===== src/rtl/mshr_pkg.sv =====
// Shared types for the burst-coalescing miss handler.
package mshr_pkg;
    // Lifecycle of one miss register's burst.
    typedef enum logic [1:0] {
        BS_FREE   = 2'd0,
        BS_QUEUED = 2'd1,
        BS_ISSUED = 2'd2
    } bstate_e;
endpackage


===== src/rtl/mshr_pick.sv =====
// Lowest-index picker: reports whether any bit is set and the index of the
// lowest set bit. Assumes W >= 2.
module mshr_pick #(
    parameter int W  = 4,
    parameter int IW = $clog2(W)
) (
    input  logic [W-1:0]  vec,
    output logic          found,
    output logic [IW-1:0] idx
);
    // Scan from the top so that the lowest set bit wins.
    always_comb begin
        found = |vec;
        idx   = '0;
        for (int i = W - 1; i >= 0; i--) begin
            if (vec[i]) idx = IW'(i);
        end
    end
endmodule


===== src/rtl/mshr_idx_fifo.sv =====
// Output request queue holding register indices only. The burst bounds are
// read from the register when the head is presented, so a queued burst can
// grow without touching the queue. Assumes DEPTH is a power of two and the
// producer never pushes into a full queue (one entry per register at most).
module mshr_idx_fifo #(
    parameter int DEPTH = 4,
    parameter int DW    = 2
) (
    input  logic          clk,
    input  logic          rst_n,
    input  logic          push,
    input  logic [DW-1:0] push_data,
    input  logic          pop,
    output logic          out_valid,
    output logic [DW-1:0] out_data
);
    localparam int PW = $clog2(DEPTH);
    localparam int CW = $clog2(DEPTH + 1);

    logic [DW-1:0] slot [DEPTH];
    logic [PW-1:0] rd_ptr, wr_ptr;
    logic [CW-1:0] fill;

    // Pointer and occupancy bookkeeping.
    always_ff @(posedge clk) begin
        if (!rst_n) begin
            rd_ptr <= '0;
            wr_ptr <= '0;
            fill   <= '0;
        end else begin
            if (push) wr_ptr <= wr_ptr + 1'b1;
            if (pop)  rd_ptr <= rd_ptr + 1'b1;
            fill <= fill + CW'(push) - CW'(pop);
        end
    end

    // Storage write; contents need no reset.
    always_ff @(posedge clk) begin
        if (push) slot[wr_ptr] <= push_data;
    end

    assign out_valid = (fill != '0);
    assign out_data  = slot[rd_ptr];
endmodule


===== src/rtl/mshr_burst_coalescer.sv =====
// Burst-coalescing miss handler. Assumes every request is a miss. Memory
// returns each accepted burst as mem_len beats in line order, bursts of one
// tag in acceptance order, and rsp_tag only names an issued register.
// REGS and SUBS are powers of two; BURST_MAX is 2, 4, 8 or 16.
module mshr_burst_coalescer
    import mshr_pkg::*;
#(
    parameter int LINE_AW   = 12,
    parameter int BURST_MAX = 4,
    parameter int REGS      = 4,
    parameter int SUBS      = 8,
    parameter int ID_W      = 4,
    parameter int WORDS     = 4,
    parameter int WORD_W    = 16
) (
    input  logic                          clk,
    input  logic                          rst_n,
    input  logic                          req_valid,
    output logic                          req_ready,
    input  logic [LINE_AW-1:0]            req_line,
    input  logic [$clog2(WORDS)-1:0]      req_off,
    input  logic [ID_W-1:0]               req_id,
    output logic                          mem_valid,
    input  logic                          mem_ready,
    output logic [LINE_AW-1:0]            mem_line,
    output logic [$clog2(BURST_MAX):0]    mem_len,
    output logic [$clog2(REGS)-1:0]       mem_tag,
    input  logic                          rsp_valid,
    output logic                          rsp_ready,
    input  logic [$clog2(REGS)-1:0]       rsp_tag,
    input  logic [WORDS*WORD_W-1:0]       rsp_data,
    output logic                          out_valid,
    output logic [ID_W-1:0]               out_id,
    output logic [WORD_W-1:0]             out_word
);
    localparam int LB    = $clog2(BURST_MAX);
    localparam int RW    = LINE_AW - LB;
    localparam int RI    = $clog2(REGS);
    localparam int SI    = $clog2(SUBS);
    localparam int OFW   = $clog2(WORDS);
    localparam int LEN_W = LB + 1;

    // Miss registers.
    bstate_e          st       [REGS];
    logic [RW-1:0]    reg_rgn  [REGS];
    logic [LB-1:0]    lo       [REGS];
    logic [LB-1:0]    hi       [REGS];
    logic [LB-1:0]    cnt      [REGS];
    logic [LEN_W-1:0] stale    [REGS];

    // Subentries.
    logic [SUBS-1:0]  sub_valid;
    logic [RI-1:0]    sub_reg  [SUBS];
    logic [LB-1:0]    sub_lb   [SUBS];
    logic [OFW-1:0]   sub_off  [SUBS];
    logic [ID_W-1:0]  sub_id   [SUBS];

    logic [RW-1:0]    req_rgn;
    logic [LB-1:0]    req_lb;
    logic [REGS-1:0]  hit_vec, free_reg_vec;
    logic [SUBS-1:0]  match;
    logic             hit_any, free_reg_any, sub_any, m_any;
    logic [RI-1:0]    h, free_reg_idx;
    logic [SI-1:0]    sub_idx, m_idx;
    logic             in_bounds, delivered, blocked, popping;
    logic             acc, new_alloc, extend, reissue, push;
    logic [LB-1:0]    cur_lb, nlo, nhi;
    logic             stale_beat, beat_acc, beat_live, beat_last;
    logic [LEN_W-1:0] owed;

    assign req_rgn = req_line[LINE_AW-1:LB];
    assign req_lb  = req_line[LB-1:0];

    // Region lookup and free-register scan.
    always_comb begin
        for (int r = 0; r < REGS; r++) begin
            hit_vec[r]      = (st[r] != BS_FREE) && (reg_rgn[r] == req_rgn);
            free_reg_vec[r] = (st[r] == BS_FREE);
        end
    end

    mshr_pick #(.W(REGS)) u_hit  (.vec(hit_vec),      .found(hit_any),      .idx(h));
    mshr_pick #(.W(REGS)) u_freg (.vec(free_reg_vec), .found(free_reg_any), .idx(free_reg_idx));
    mshr_pick #(.W(SUBS)) u_fsub (.vec(~sub_valid),   .found(sub_any),      .idx(sub_idx));

    // Acceptance decision for the incoming miss.
    always_comb begin
        popping   = mem_valid && mem_ready;
        in_bounds = (req_lb >= lo[h]) && (req_lb <= hi[h]);
        delivered = ({1'b0, req_lb} < ({1'b0, lo[h]} + {1'b0, cnt[h]}));
        blocked   = (rsp_valid && (rsp_tag == h)) ||
                    (popping && (mem_tag == h)) ||
                    ((st[h] == BS_ISSUED) && (in_bounds ? delivered : (stale[h] != '0)));
        req_ready = sub_any && (hit_any ? !blocked : free_reg_any);
        acc       = req_valid && req_ready;
        new_alloc = acc && !hit_any;
        extend    = acc && hit_any && !in_bounds;
        reissue   = extend && (st[h] == BS_ISSUED);
        push      = new_alloc || reissue;
        nlo       = (req_lb < lo[h]) ? req_lb : lo[h];
        nhi       = (req_lb > hi[h]) ? req_lb : hi[h];
        owed      = ({1'b0, hi[h]} - {1'b0, lo[h]} + 1'b1) - {1'b0, cnt[h]};
    end

    mshr_idx_fifo #(.DEPTH(REGS), .DW(RI)) u_queue (
        .clk(clk), .rst_n(rst_n),
        .push(push), .push_data(new_alloc ? free_reg_idx : h),
        .pop(popping),
        .out_valid(mem_valid), .out_data(mem_tag)
    );

    assign mem_line = {reg_rgn[mem_tag], lo[mem_tag]};
    assign mem_len  = {1'b0, hi[mem_tag]} - {1'b0, lo[mem_tag]} + 1'b1;

    // Beat decode: which subentries wait on the line now returning.
    always_comb begin
        cur_lb     = lo[rsp_tag] + cnt[rsp_tag];
        stale_beat = (stale[rsp_tag] != '0);
        for (int s = 0; s < SUBS; s++) begin
            match[s] = sub_valid[s] && (sub_reg[s] == rsp_tag) && (sub_lb[s] == cur_lb);
        end
    end

    mshr_pick #(.W(SUBS)) u_match (.vec(match), .found(m_any), .idx(m_idx));

    // Fan-out of one beat, one subentry per cycle.
    always_comb begin
        rsp_ready = stale_beat || ($countones(match) <= 1);
        out_valid = rsp_valid && !stale_beat && m_any;
        out_id    = sub_id[m_idx];
        out_word  = rsp_data[sub_off[m_idx]*WORD_W +: WORD_W];
        beat_acc  = rsp_valid && rsp_ready;
        beat_live = beat_acc && !stale_beat;
        beat_last = beat_live && (cnt[rsp_tag] == (hi[rsp_tag] - lo[rsp_tag]));
    end

    // Register lifecycle: allocate, widen, issue, count beats, release.
    always_ff @(posedge clk) begin
        if (!rst_n) begin
            for (int r = 0; r < REGS; r++) begin
                st[r]      <= BS_FREE;
                reg_rgn[r] <= '0;
                lo[r]      <= '0;
                hi[r]      <= '0;
                cnt[r]     <= '0;
                stale[r]   <= '0;
            end
        end else begin
            for (int r = 0; r < REGS; r++) begin
                if (popping && (mem_tag == RI'(r))) st[r] <= BS_ISSUED;
                if (beat_acc && (rsp_tag == RI'(r))) begin
                    if (stale_beat)     stale[r] <= stale[r] - 1'b1;
                    else if (beat_last) st[r]    <= BS_FREE;
                    else                cnt[r]   <= cnt[r] + 1'b1;
                end
                if (new_alloc && (free_reg_idx == RI'(r))) begin
                    st[r]      <= BS_QUEUED;
                    reg_rgn[r] <= req_rgn;
                    lo[r]      <= req_lb;
                    hi[r]      <= req_lb;
                    cnt[r]     <= '0;
                    stale[r]   <= '0;
                end
                if (extend && (h == RI'(r))) begin
                    lo[r] <= nlo;
                    hi[r] <= nhi;
                    if (reissue) begin
                        st[r]    <= BS_QUEUED;
                        cnt[r]   <= '0;
                        stale[r] <= owed;
                    end
                end
            end
        end
    end

    // Subentry occupancy: claim on accept, release on delivery.
    always_ff @(posedge clk) begin
        if (!rst_n) begin
            sub_valid <= '0;
        end else begin
            if (out_valid) sub_valid[m_idx] <= 1'b0;
            if (acc)       sub_valid[sub_idx] <= 1'b1;
        end
    end

    // Subentry payload capture.
    always_ff @(posedge clk) begin
        if (acc) begin
            sub_reg[sub_idx] <= hit_any ? h : free_reg_idx;
            sub_lb[sub_idx]  <= req_lb;
            sub_off[sub_idx] <= req_off;
            sub_id[sub_idx]  <= req_id;
        end
    end
endmodule


===== config.mk =====
export PLATFORM = sky130hd
export DESIGN_NAME = mshr_burst_coalescer
export DESIGN_NICKNAME = d
export VERILOG_FILES = /design/src/rtl/mshr_pkg.sv /design/src/rtl/mshr_pick.sv /design/src/rtl/mshr_idx_fifo.sv /design/src/rtl/mshr_burst_coalescer.sv
export SDC_FILE = /design/constraint.sdc
export NUM_CORES = 1
export LEC_CHECK = 0
export ABC_CLOCK_PERIOD_IN_PS = 8130
export BUFFER_PORTS_ARGS = -buffer_cell sky130_fd_sc_hd__clkbuf_2
export CAP_MARGIN = 20
export CORE_MARGIN = 5
export CORE_UTILIZATION = 61
export CTS_BUF_LIST = sky130_fd_sc_hd__clkbuf_8
export DETAILED_ROUTE_END_ITERATION = 8
export PLACE_DENSITY = 0.83
export SYNTH_ARGS = -nofsm -noshare
export SYNTH_HDL_FRONTEND = slang
export SYNTH_SLANG_ARGS = --single-unit

===== constraint.sdc =====
create_clock -name clk -period 8.13 [get_ports clk]
set_clock_uncertainty 0.2 [all_clocks]
set_input_delay 0 -clock clk [delete_from_list [all_inputs] [get_ports clk]]
set_output_delay 0 -clock clk [all_outputs]
set_load 0.05 [all_outputs]

==> results.yml, run 1 <==
yosys:
  yosysTopAreaCell: "edfxtp_1"
  netlist.area_leader.share_pct: 45.5
  synth_nets: 1097
  ys_warn_count: 0
  yosysUniqueCellTypes: 78
  synth-edff-count: 172
  synthTopCellsByArea: "edfxtp_1 45%, mux2i_1 7.0%, mux4_2 4.2%, xnor2_1 3.8%, ha_1 3.3%"
  yosys_most_used_dff: "edfxtp_1"
  synth_common_cells: "172 x edfxtp_1, 79 x mux2i_1, 61 x nand2_1, 56 x inv_1, 49 x xnor2_1"
  ys_seq_area_share_pct: 48.5
  synthArstFlopShare_pct: 0
  syn_area_mm2: 0.0114
  synth_cells: 971
  yosysMostFrequentCell: "edfxtp_1"
  syn_avg_cell_area_um2: 11.7
  synth-seq-cells: 189
placement:
  placed_cells: 1301
  dp_hpwl_um: 21200
  place_area_mm2: 0.0122
  port-buffer-count: 129
  place_congestion: 0.952
critical_path:
  end_kind: "register"
  path_max_fanout: 16
  start_kind: "register"
  arrival_ps: 6860
  startpoint: "reg_rgn[3][6]"
  r2r_setup_slack_ps: 1510
  criticalPathCategory: "reg2reg"
  r2r-start: "reg_rgn[3][6]"
  required_ps: 8370
flow_run:
  drv_cap: 0
clock_network:
  clk_path_buf_depth: 2
  cts_resized: 0
  clk_pin_slew_ps: 110
  cts_tree: "yes"
  root_buffer: "clkbuf_8"
  cts_setup_buffers: 0
  clk_latency_ps: 480
  cts.sinks: 189
  holdBufCountCts: 21
  h-tree-depth: 4
  cts_buffers: 17
cells_and_area:
  seqCellArea_mm2: 0.00551
  largest_reg_flops: 40
  biggestRegsByFlops: "reg_rgn (40), sub_id (32)"
  finalNetCount: 1235
  stdcell_area_mm2: 0.0128
  fillers: 1352
  multi_input_area_mm2: 0.00544
  finalNonFillerCells: 1357
  top_register: "reg_rgn"
  area_growth_pct: 12.9
  drive_gt1_share_pct: 20.9
die:
  die_w_um: 146
  core_region_area_mm2: 0.0185
  initial_utilization_pct: 61.4
  placementRows: 50
  dieArea_mm2: 0.0215
  ios: 130
  die_y_um: 146
min_path:
  min_path_type: "in2reg"
  hold_path_startpoint: "mem_ready"
pwr:
  switching_power_uw: 1110
  p_leak_uw: 0.00528
  p_per_area_mw_per_mm2: 222
  pwr-share-seq_pct: 42.5
  p_clk_share_pct: 22.4
  pwr-share-comb_pct: 35.1
  swShare_pct: 38.7
  p_int_uw: 1750
  ir_worst_vdd_uv: 170
drt:
  routed_via_density: 6.30
  first_pass_iters: 8
  via_count: 8555
  final_antenna_net_count: 0
  first_iter_violations: 851
  wl_per_cell_um: 21.3
  drcViolationCount: 0
  routed_wl_um: 28900
sta:
  slew_headroom_pct: 27.8
  slew_violations: 0
  hold_ws_ps: 18.3
  rsz0062_at_grt: "no"
  period_share_pct: 81.5
  finalSetupTns_ps: 0
  worst_slew_pin_slew_ps: 1080
  fmax_ghz: 0.151
  setup_viol: 0
  hold_violations: 0
  min_period_ps: 6620
global_routing:
  antenna_found_initial: 1
  gr-total-overflow: 0
  grt_pass1_vias: 8517
  track_usage_pct: 26.9
  grt_pass1_wl_um: 45600
  grt_max_degree: 33
outcome:
  status: "complete, no violations"
==> stage by stage <==
stage	power, µW	setup slack [ps]	util, %
final	2850	1510	69.3
after global routing	2970	1000	69.3
after CTS	2850	1590	69.1
after detailed placement	2220	1600	65.8
after global placement	2190	1860	65.7
after floorplan	1980	2010	-
==> cell usage in the layout (no fill, tap or decap), types with 22 or more instances in the layout <==
master      n
o21ai_0    27
nor3_1     24
nand2_1    61
nor2_1     46
xnor2_1    49
mux2i_1    79
edfxtp_1  172
xor2_1     40
and2_1     43
inv_1      56
o22ai_1    22
clkbuf_2  129
ha_1       30
nand3_1    23
==> routing by layer <==
layer	routed length, µm	global-route usage (%)
met3	2570	5.31
met4	1070	10.9
met1	10900	33.3
met2	14400	46.4
met5	0	0
==> power groups by stage <==
stage	Combinational [µW]	Sequential (µW)	Clock, µW
2_1_floorplan	763	1210	0
3_3_place_gp	964	1230	0
3_5_place_dp	984	1230	0
4_1_cts	997	1210	639
5_1_grt	1070	1220	685
6_report	1000	1210	639
==> kinds of logic after synthesis <==
family | Yosys count | synth area share, %
XOR/XNOR | 96 | 8.29
adder cells (fa/ha/maj) | 37 | 4.54
AND/OR/NAND/NOR | 309 | 15.1
AO/OA/AOI/OAI | 136 | 8.29
multiplexers | 103 | 11.4
buffers and inverters | 101 | 3.87
flip-flops | 189 | 48.5
==> final cells by class <==
class / count / share of cell area, %
Timing Repair Buffer: 163 / 7.55
Antenna cell: 1 / 0.0195
Clock buffer: 17 / 1.82
Inverter: 57 / 1.67
Sequential cell: 189 / 42.9
Clock inverter: 15 / 1.34
Multi-Input combinational cell: 681 / 42.4
Tap cell: 234 / 2.28
==> worst max-delay path, stage by stage (launching register included) <==
cell	delay [ps]
edfxtp_1	430
xor2_1	180
or4_4	540
or3_4	420
o21ai_2	160
nand2_1	290
mux2i_1	210
a21oi_1	310
inv_1	80
ha_1	290
nor2b_1	140
o21ai_0	380
o21ai_1	300
a211o_1	330
o31a_1	120
and2_1	210
or3_1	680
nor4b_2	350
buf_4	270
o21a_1	150
dlygate4sd3_1	530
==> final timing paths <==
path         depth (start not counted)                 to
max                                 20       sub_valid[6]
min                                  4  u_queue.rd_ptr[0]
max reg2reg                         20       sub_valid[6]
min reg2reg                          2  u_queue.wr_ptr[0]
Note: power is estimated with default switching activity, not from simulation.
==> run 2: changes to the inputs <==
--- a/config.mk
+++ b/config.mk
@@ -5,7 +5,7 @@
 export SDC_FILE = /design/constraint.sdc
 export NUM_CORES = 1
 export LEC_CHECK = 0
-export ABC_CLOCK_PERIOD_IN_PS = 8130
+export ABC_CLOCK_PERIOD_IN_PS = 6550
 export BUFFER_PORTS_ARGS = -buffer_cell sky130_fd_sc_hd__clkbuf_2
 export CAP_MARGIN = 20
 export CORE_MARGIN = 5
==> constraint.sdc (replaced) <==
create_clock -name clk -period 6.55 [get_ports clk]
set_clock_uncertainty 0.2 [all_clocks]
set_input_delay 0 -clock clk [delete_from_list [all_inputs] [get_ports clk]]
set_output_delay 0 -clock clk [all_outputs]
set_load 0.05 [all_outputs]
==> run 2 against run 1 <==
Hold slack improved by 69 ps. First-iteration DRC count shrank 4.2%. Global-route usage increased by 0.79 points. Worst setup slack got worse by 1200 ps. Critical path depth is 2 higher. Non-clock buffer count rose by 16. Sequential power rose by 24%. Cell count up 1.1%. Design area up 0.98%. Register-to-register slack got worse by 1200 ps. Core utilization grew 0.68 points. Count of clock-buffer cells in the layout unchanged.
==> results.yml, run 2 (same netlist as run 1, synthesis figures left out) <==
drt:
  via_count: 8545
  wl_per_cell_um: 21.5
  first_iter_violations: 815
  routed_wl_um: 29500
  routed_via_density: 6.23
  first_pass_iters: 5
  final_antenna_net_count: 0
  wl_met1_um: 11500
  wl_met3_um: 2240
  drcViolationCount: 0
  met2_length_um: 14900
  highest_layer: "met4"
global_routing:
  gr-total-overflow: 0
  grt_pass1_wl_um: 46400
  grt_max_degree: 24
  antenna_found_initial: 0
  grt_pass1_vias: 8639
  track_usage_pct: 27.7
cells_and_area:
  fin_util_pct: 69.9
  final_common_cell: "edfxtp_1"
  multi_input_area_mm2: 0.00545
  stdcell_area_mm2: 0.0129
  drive_gt1_share_pct: 22.1
  diodes: 0
  fillers: 1317
  finalNetCount: 1251
  area_growth_pct: 14.0
  final_cell_mix: "172 x edfxtp_1, 129 x clkbuf_2, 79 x mux2i_1"
  biggestRegsByFlops: "reg_rgn (40), sub_id (32)"
  top_register: "reg_rgn"
  largest_reg_flops: 40
  seqCellArea_mm2: 0.00551
clock_network:
  cts_buffers: 17
  clk_path_buf_depth: 2
  clk_latency_ps: 490
  root_buffer: "clkbuf_8"
  cts.sinks: 189
  clk_pin_slew_ps: 100
  cts_tree: "yes"
  cts_setup_buffers: 0
  h-tree-depth: 4
placement:
  place_congestion: 0.962
  dp_hpwl_um: 22300
  port-buffer-count: 129
  place_area_mm2: 0.0123
sta:
  hold_violations: 0
  slew_headroom_pct: 35.0
  fmax_ghz: 0.161
  slew_violations: 0
  hold_ws_ps: 86.8
  worst_slew_pin_slew_ps: 968
  rsz0062_at_grt: "no"
  setup_viol: 0
  period_share_pct: 94.9
  min_period_ps: 6220
  finalSetupTns_ps: 0
die:
  die_w_um: 146
  placementRows: 50
  ios: 130
  die_y_um: 146
  core_region_area_mm2: 0.0185
  initial_utilization_pct: 61.4
  dieArea_mm2: 0.0215
critical_path:
  criticalPathCategory: "reg2reg"
  path_max_fanout: 6
  required_ps: 6550
  start_kind: "register"
  reg2regPathDepth: 22
  r2r-start: "cnt[3][0]"
  end_kind: "register"
  arrival_ps: 6210
  reg2reg_to: "st[0][0]"
  r2r_setup_slack_ps: 330
outcome:
  status: "complete, no violations"
flow_run:
  drv_cap: 0
pwr:
  p_leak_uw: 0.00536
  ir_worst_vdd_uv: 202
  p_per_area_mw_per_mm2: 275
min_path:
  whs_endpoint: "cnt[3][0]"
  min_path_type: "in2reg"
  whs_path_depth: 4
  hold_path_startpoint: "rsp_tag[1]"
[run 2: cell types whose count changed in the layout (fill, tap and decap cells not counted), moves of 2 or more]
cell / before / now
buf_4: 10 / 28
clkinv_2: 2 / 0
clkinv_4: 0 / 2
nor3_1: 24 / 22
nor3_2: 6 / 8
[run 2: worst max-delay path by stage]
stage / startpoint / end / slack (ps) / depth (start not counted)
floorplan: reg_rgn[3][8] / stale[1][0] / 430 / 18
global placement: cnt[3][0] / st[0][0] / 580 / 21
detailed placement: cnt[3][0] / st[0][1] / 330 / 20
global route: cnt[0][0] / st[0][1] / 30 / 20
finish: cnt[3][0] / st[0][0] / 330 / 22
CTS: cnt[3][0] / st[0][1] / 290 / 20
[run 2: routing by layer]
metal / vias up / GRT usage, %
met1: 4145 / 34.3
met5: - / 0
met3: 77 / 5.49
met4: 0 / 9.50
li1: 3880 / -
met2: 443 / 48.5
[run 2: cell type report]
cell class | count | share of cell area [%]
clock buffers | 17 | 1.81
clock inverters | 15 | 1.32
repair buffers | 179 | 8.32
multi-input cells | 681 | 42.1
well taps | 234 | 2.26
flip-flops and latches | 189 | 42.5
inverters | 57 | 1.65
[run 2: power breakdown]
group | internal [µW] | switching, µW | leakage [µW] | total [µW]
combinational | 426 | 839 | 0.00333 | 1270
sequential | 1430 | 69.5 | 0.00182 | 1500
clock | 322 | 469 | 0.000206 | 791
total | 2180 | 1380 | 0.00536 | 3560
[run 2: critical path, cell delays in order, from the launching register on]
cell	delay, ps
edfxtp_1	470
mux4_2	560
ha_1	360
buf_4	190
xor2_1	140
nor2_1	110
nand4_1	220
inv_1	160
fa_1	430
inv_1	90
fa_1	430
fa_1	500
inv_1	40
ha_1	200
fa_1	380
o21ai_0	180
nand2b_1	150
or3_1	450
nor2_1	110
nand2_1	150
nor3_2	230
a21oi_1	70
nand2_1	110
[run 2: per-stage QoR]
stage / instances / total power (µW) / worst slack, ps
2_1_floorplan: 971 / 2450 / 429
3_3_place_gp: 1318 / 2750 / 584
3_5_place_dp: 1318 / 2780 / 329
4_1_cts: 1371 / 3570 / 286
5_1_grt: 1372 / 3710 / 34.3
6_report: 1372 / 3560 / 332
[run 2: what timing repair did]
action	in CTS	in global routing
hold buffers	21	0
gates resized for setup	0	2
endpoints found under the hold margin	129	0
setup endpoints to repair	0	4
==> run 3: changes to the inputs <==
--- a/config.mk
+++ b/config.mk
@@ -5,14 +5,16 @@
 export SDC_FILE = /design/constraint.sdc
 export NUM_CORES = 1
 export LEC_CHECK = 0
+export ABC_AREA = 1
 export ABC_CLOCK_PERIOD_IN_PS = 6550
 export BUFFER_PORTS_ARGS = -buffer_cell sky130_fd_sc_hd__clkbuf_2
 export CAP_MARGIN = 20
 export CORE_MARGIN = 5
-export CORE_UTILIZATION = 61
+export CORE_UTILIZATION = 62
 export CTS_BUF_LIST = sky130_fd_sc_hd__clkbuf_8
+export CTS_CLUSTER_SIZE = 8
 export DETAILED_ROUTE_END_ITERATION = 8
-export PLACE_DENSITY = 0.83
+export PLACE_DENSITY = 0.84
 export SYNTH_ARGS = -nofsm -noshare
 export SYNTH_HDL_FRONTEND = slang
 export SYNTH_SLANG_ARGS = --single-unit
==> constraint.sdc (replaced) <==
create_clock -name clk -period 6.55 [get_ports clk]
set_clock_uncertainty 0.2 [all_clocks]
set_input_delay 1.31 -clock clk [delete_from_list [all_inputs] [get_ports clk]]
set_output_delay 1.31 -clock clk [all_outputs]
set_load 0.05 [all_outputs]
==> run 3 against run 2 <==
The flow now finishes with violations (negative setup slack). Cell count up 44%. Worst setup slack worse by 980 ps. Design area up 20%. Flip-flop and latch count unchanged. Area after synthesis up 4.8%. Critical path type is now in2out. Critical endpoint is now rsp_ready. Largest cell class is now multi-input gates. Largest power group is now combinational logic.
==> results.yml, run 3 <==
sta:
  worst_slew_pin_slew_ps: 704
  period_share_pct: 110
  rsz0062_at_grt: "yes"
  hold_violations: 0
  slew_headroom_pct: 52.9
  slew_violations: 0
  fmax_ghz: 0.139
  setup_ws_ps: -646
  min_period_ps: 7200
  setup_viol: 40
  hold_ws_ps: 281
yosys:
  synth-seq-cells: 189
  yosysUniqueCellTypes: 54
  synth_common_cells: "336 x nand2_1, 204 x inv_1, 177 x nor2_1, 172 x edfxtp_1, 112 x nand3_1"
  netlist.area_leader.share_pct: 43.4
  yosysMostFrequentCell: "nand2_1"
  synth-edff-count: 172
  yosys.area_share.simple_pct: 28.0
  synth_nets: 1579
  syn_area_mm2: 0.0119
  synthAdderAreaFrac_pct: 4.33
  yosysTopAreaCell: "edfxtp_1"
  ys_seq_area_share_pct: 46.2
  synthTopCellsByArea: "edfxtp_1 43%, nand2_1 11%, inv_1 6.4%, nor2_1 5.6%, nand3_1 4.7%"
  synth_top_family_by_area: "simple AND/OR/NAND/NOR gates"
  syn_avg_cell_area_um2: 8.19
  ys_warn_count: 0
  synth_xor_area_share_pct: 3.09
  synthArstFlopShare_pct: 0
  synth_cells: 1453
  synthMuxAreaShare_pct: 0
  yosys_most_used_dff: "edfxtp_1"
  synth_compound_area_share_pct: 8.96
critical_path:
  arrival_ps: 5690
  required_ps: 5040
  start_kind: "input port"
  path_max_fanout: 5
  end_kind: "primary output"
  criticalPathCategory: "in2out"
drt:
  routed_via_density: 6.24
  wl_per_cell_um: 22.5
  via_count: 12400
  first_iter_violations: 1675
  drcViolationCount: 0
  first_pass_iters: 8
  final_antenna_net_count: 0
  routed_wl_um: 44600
clock_network:
  clk_pin_slew_ps: 120
  h-tree-depth: 4
  cts_tree: "yes"
  clk_path_buf_depth: 2
  root_buffer: "clkbuf_8"
  cts_buffers: 17
  cts.sinks: 189
  clk_latency_ps: 510
cells_and_area:
  fin_util_pct: 82.4
  final_common_cell: "nand2_1"
  diodes: 0
  largest_reg_flops: 40
  biggestRegsByFlops: "reg_rgn (40), sub_id (32)"
  top_register: "reg_rgn"
  area_growth_pct: 30.3
  final_cell_mix: "255 x nand2_1, 196 x inv_1, 172 x edfxtp_1"
  finalNetCount: 1833
  finalNonFillerCells: 1980
  drive_gt1_share_pct: 33.2
die:
  initial_utilization_pct: 63.2
  ios: 130
  dieArea_mm2: 0.0221
  die_w_um: 149
  core_region_area_mm2: 0.0188
  die_y_um: 149
  placementRows: 50
min_path:
  min_path_type: "reg2reg"
global_routing:
  grt_max_degree: 29
  busiest_layer: "met2"
  gr-total-overflow: 0
  grtUsageMet3_pct: 6.19
  grtUsageMet1_pct: 43.0
  grt_pass1_vias: 10800
  use_met2_pct: 52.3
  grt_pass1_wl_um: 55300
  track_usage_pct: 32.2
  antenna_found_initial: 0
placement:
  port-buffer-count: 129
  placed_cells: 1913
  place_congestion: 1.01
  dp_hpwl_um: 26000
pwr:
  p_leak_uw: 0.00707
  p_per_area_mw_per_mm2: 268
  ir_worst_vdd_uv: 539
outcome:
  status: "finished, violations left"
  violations: "negative setup slack"
flow_run:
  drv_cap: 0
-- run 3: stage by stage --
step	setup slack [ps]	power, µW	area, µm²	TNS, ps
3_3_place_gp	-521	3030	13600	-12640
4_1_cts	-464	3940	14500	-1300
3_5_place_dp	-672	3060	13600	-25410
6_report	-646	4160	15500	-9060
5_1_grt	-778	4310	15500	-14820
2_1_floorplan	-669	2590	12000	-16350
-- run 3: area by class of cell --
| type | instances | area (µm²) |
|---|---|---|
| clock buffer | 17 | 234 |
| clock inverter | 15 | 205 |
| fill | 1063 | 3310 |
| inverter | 239 | 948 |
| multi-input combinational | 998 | 6250 |
| sequential | 189 | 5510 |
| tap | 260 | 325 |
| timing repair buffer | 261 | 2030 |
| timing repair inverter | 1 | 16.3 |
-- run 3: final timing paths --
check	startpoint	endpoint	slack, ps	cells after the start
max reg2reg	cnt[0][0]	st[2][1]	370	28
min reg2reg	u_queue.rd_ptr[0]	register	280	1
min	u_queue.rd_ptr[0]	register	280	1
max	rsp_tag[0]	rsp_ready	-650	24
-- run 3: cells by family (layout without fill, tap and decap cells) --
kind of cell,Yosys count,count (layout)
AND/OR/NAND/NOR,742,745
buffers and inverters,269,533
flip-flops,189,189
AO/OA/AOI/OAI,174,174
XOR/XNOR,42,42
adder cells (fa/ha/maj),37,37
-- run 3: what timing repair did --
action	4_1_cts	5_1_grt
pin swaps	26	61
hold buffers	0	0
gates cloned	2	5
buffers inserted	24	10
gates resized for setup	75	225
setup endpoints to repair	21	43
-- run 3: critical path, stage by stage --
cell and delay, ps:
clkbuf_16 150, clkinv_8 50, nor2_4 40, a22oi_2 190
nand3_2 150, ha_4 330, inv_6 50, buf_4 130
buf_6 120, buf_6 120, a22o_1 190, nor4_2 430
buf_4 210, nand3_4 90, fa_1 460, fa_1 500
inv_1 60, ha_2 190, fa_2 350, nand2_1 70
nor2_1 50, a21oi_2 180, o21ai_4 80, buf_12 160
-- run 3: layer usage --
| metal | part of all wire, % | vias to the layer above |
|---|---|---|
| li1 | - | 5293 |
| met1 | 33 | 5640 |
| met2 | 45 | 1108 |
| met3 | 14 | 311 |
| met4 | 7.8 | 0 |
| met5 | 0 | - |
-- run 3: where the power goes --
group	switching [µW]	internal, µW	leakage (µW)	total [µW]
registers	76.1	1440	0.00182	1520
logic	1260	544	0.00503	1810
clock network	527	303	0.000216	829
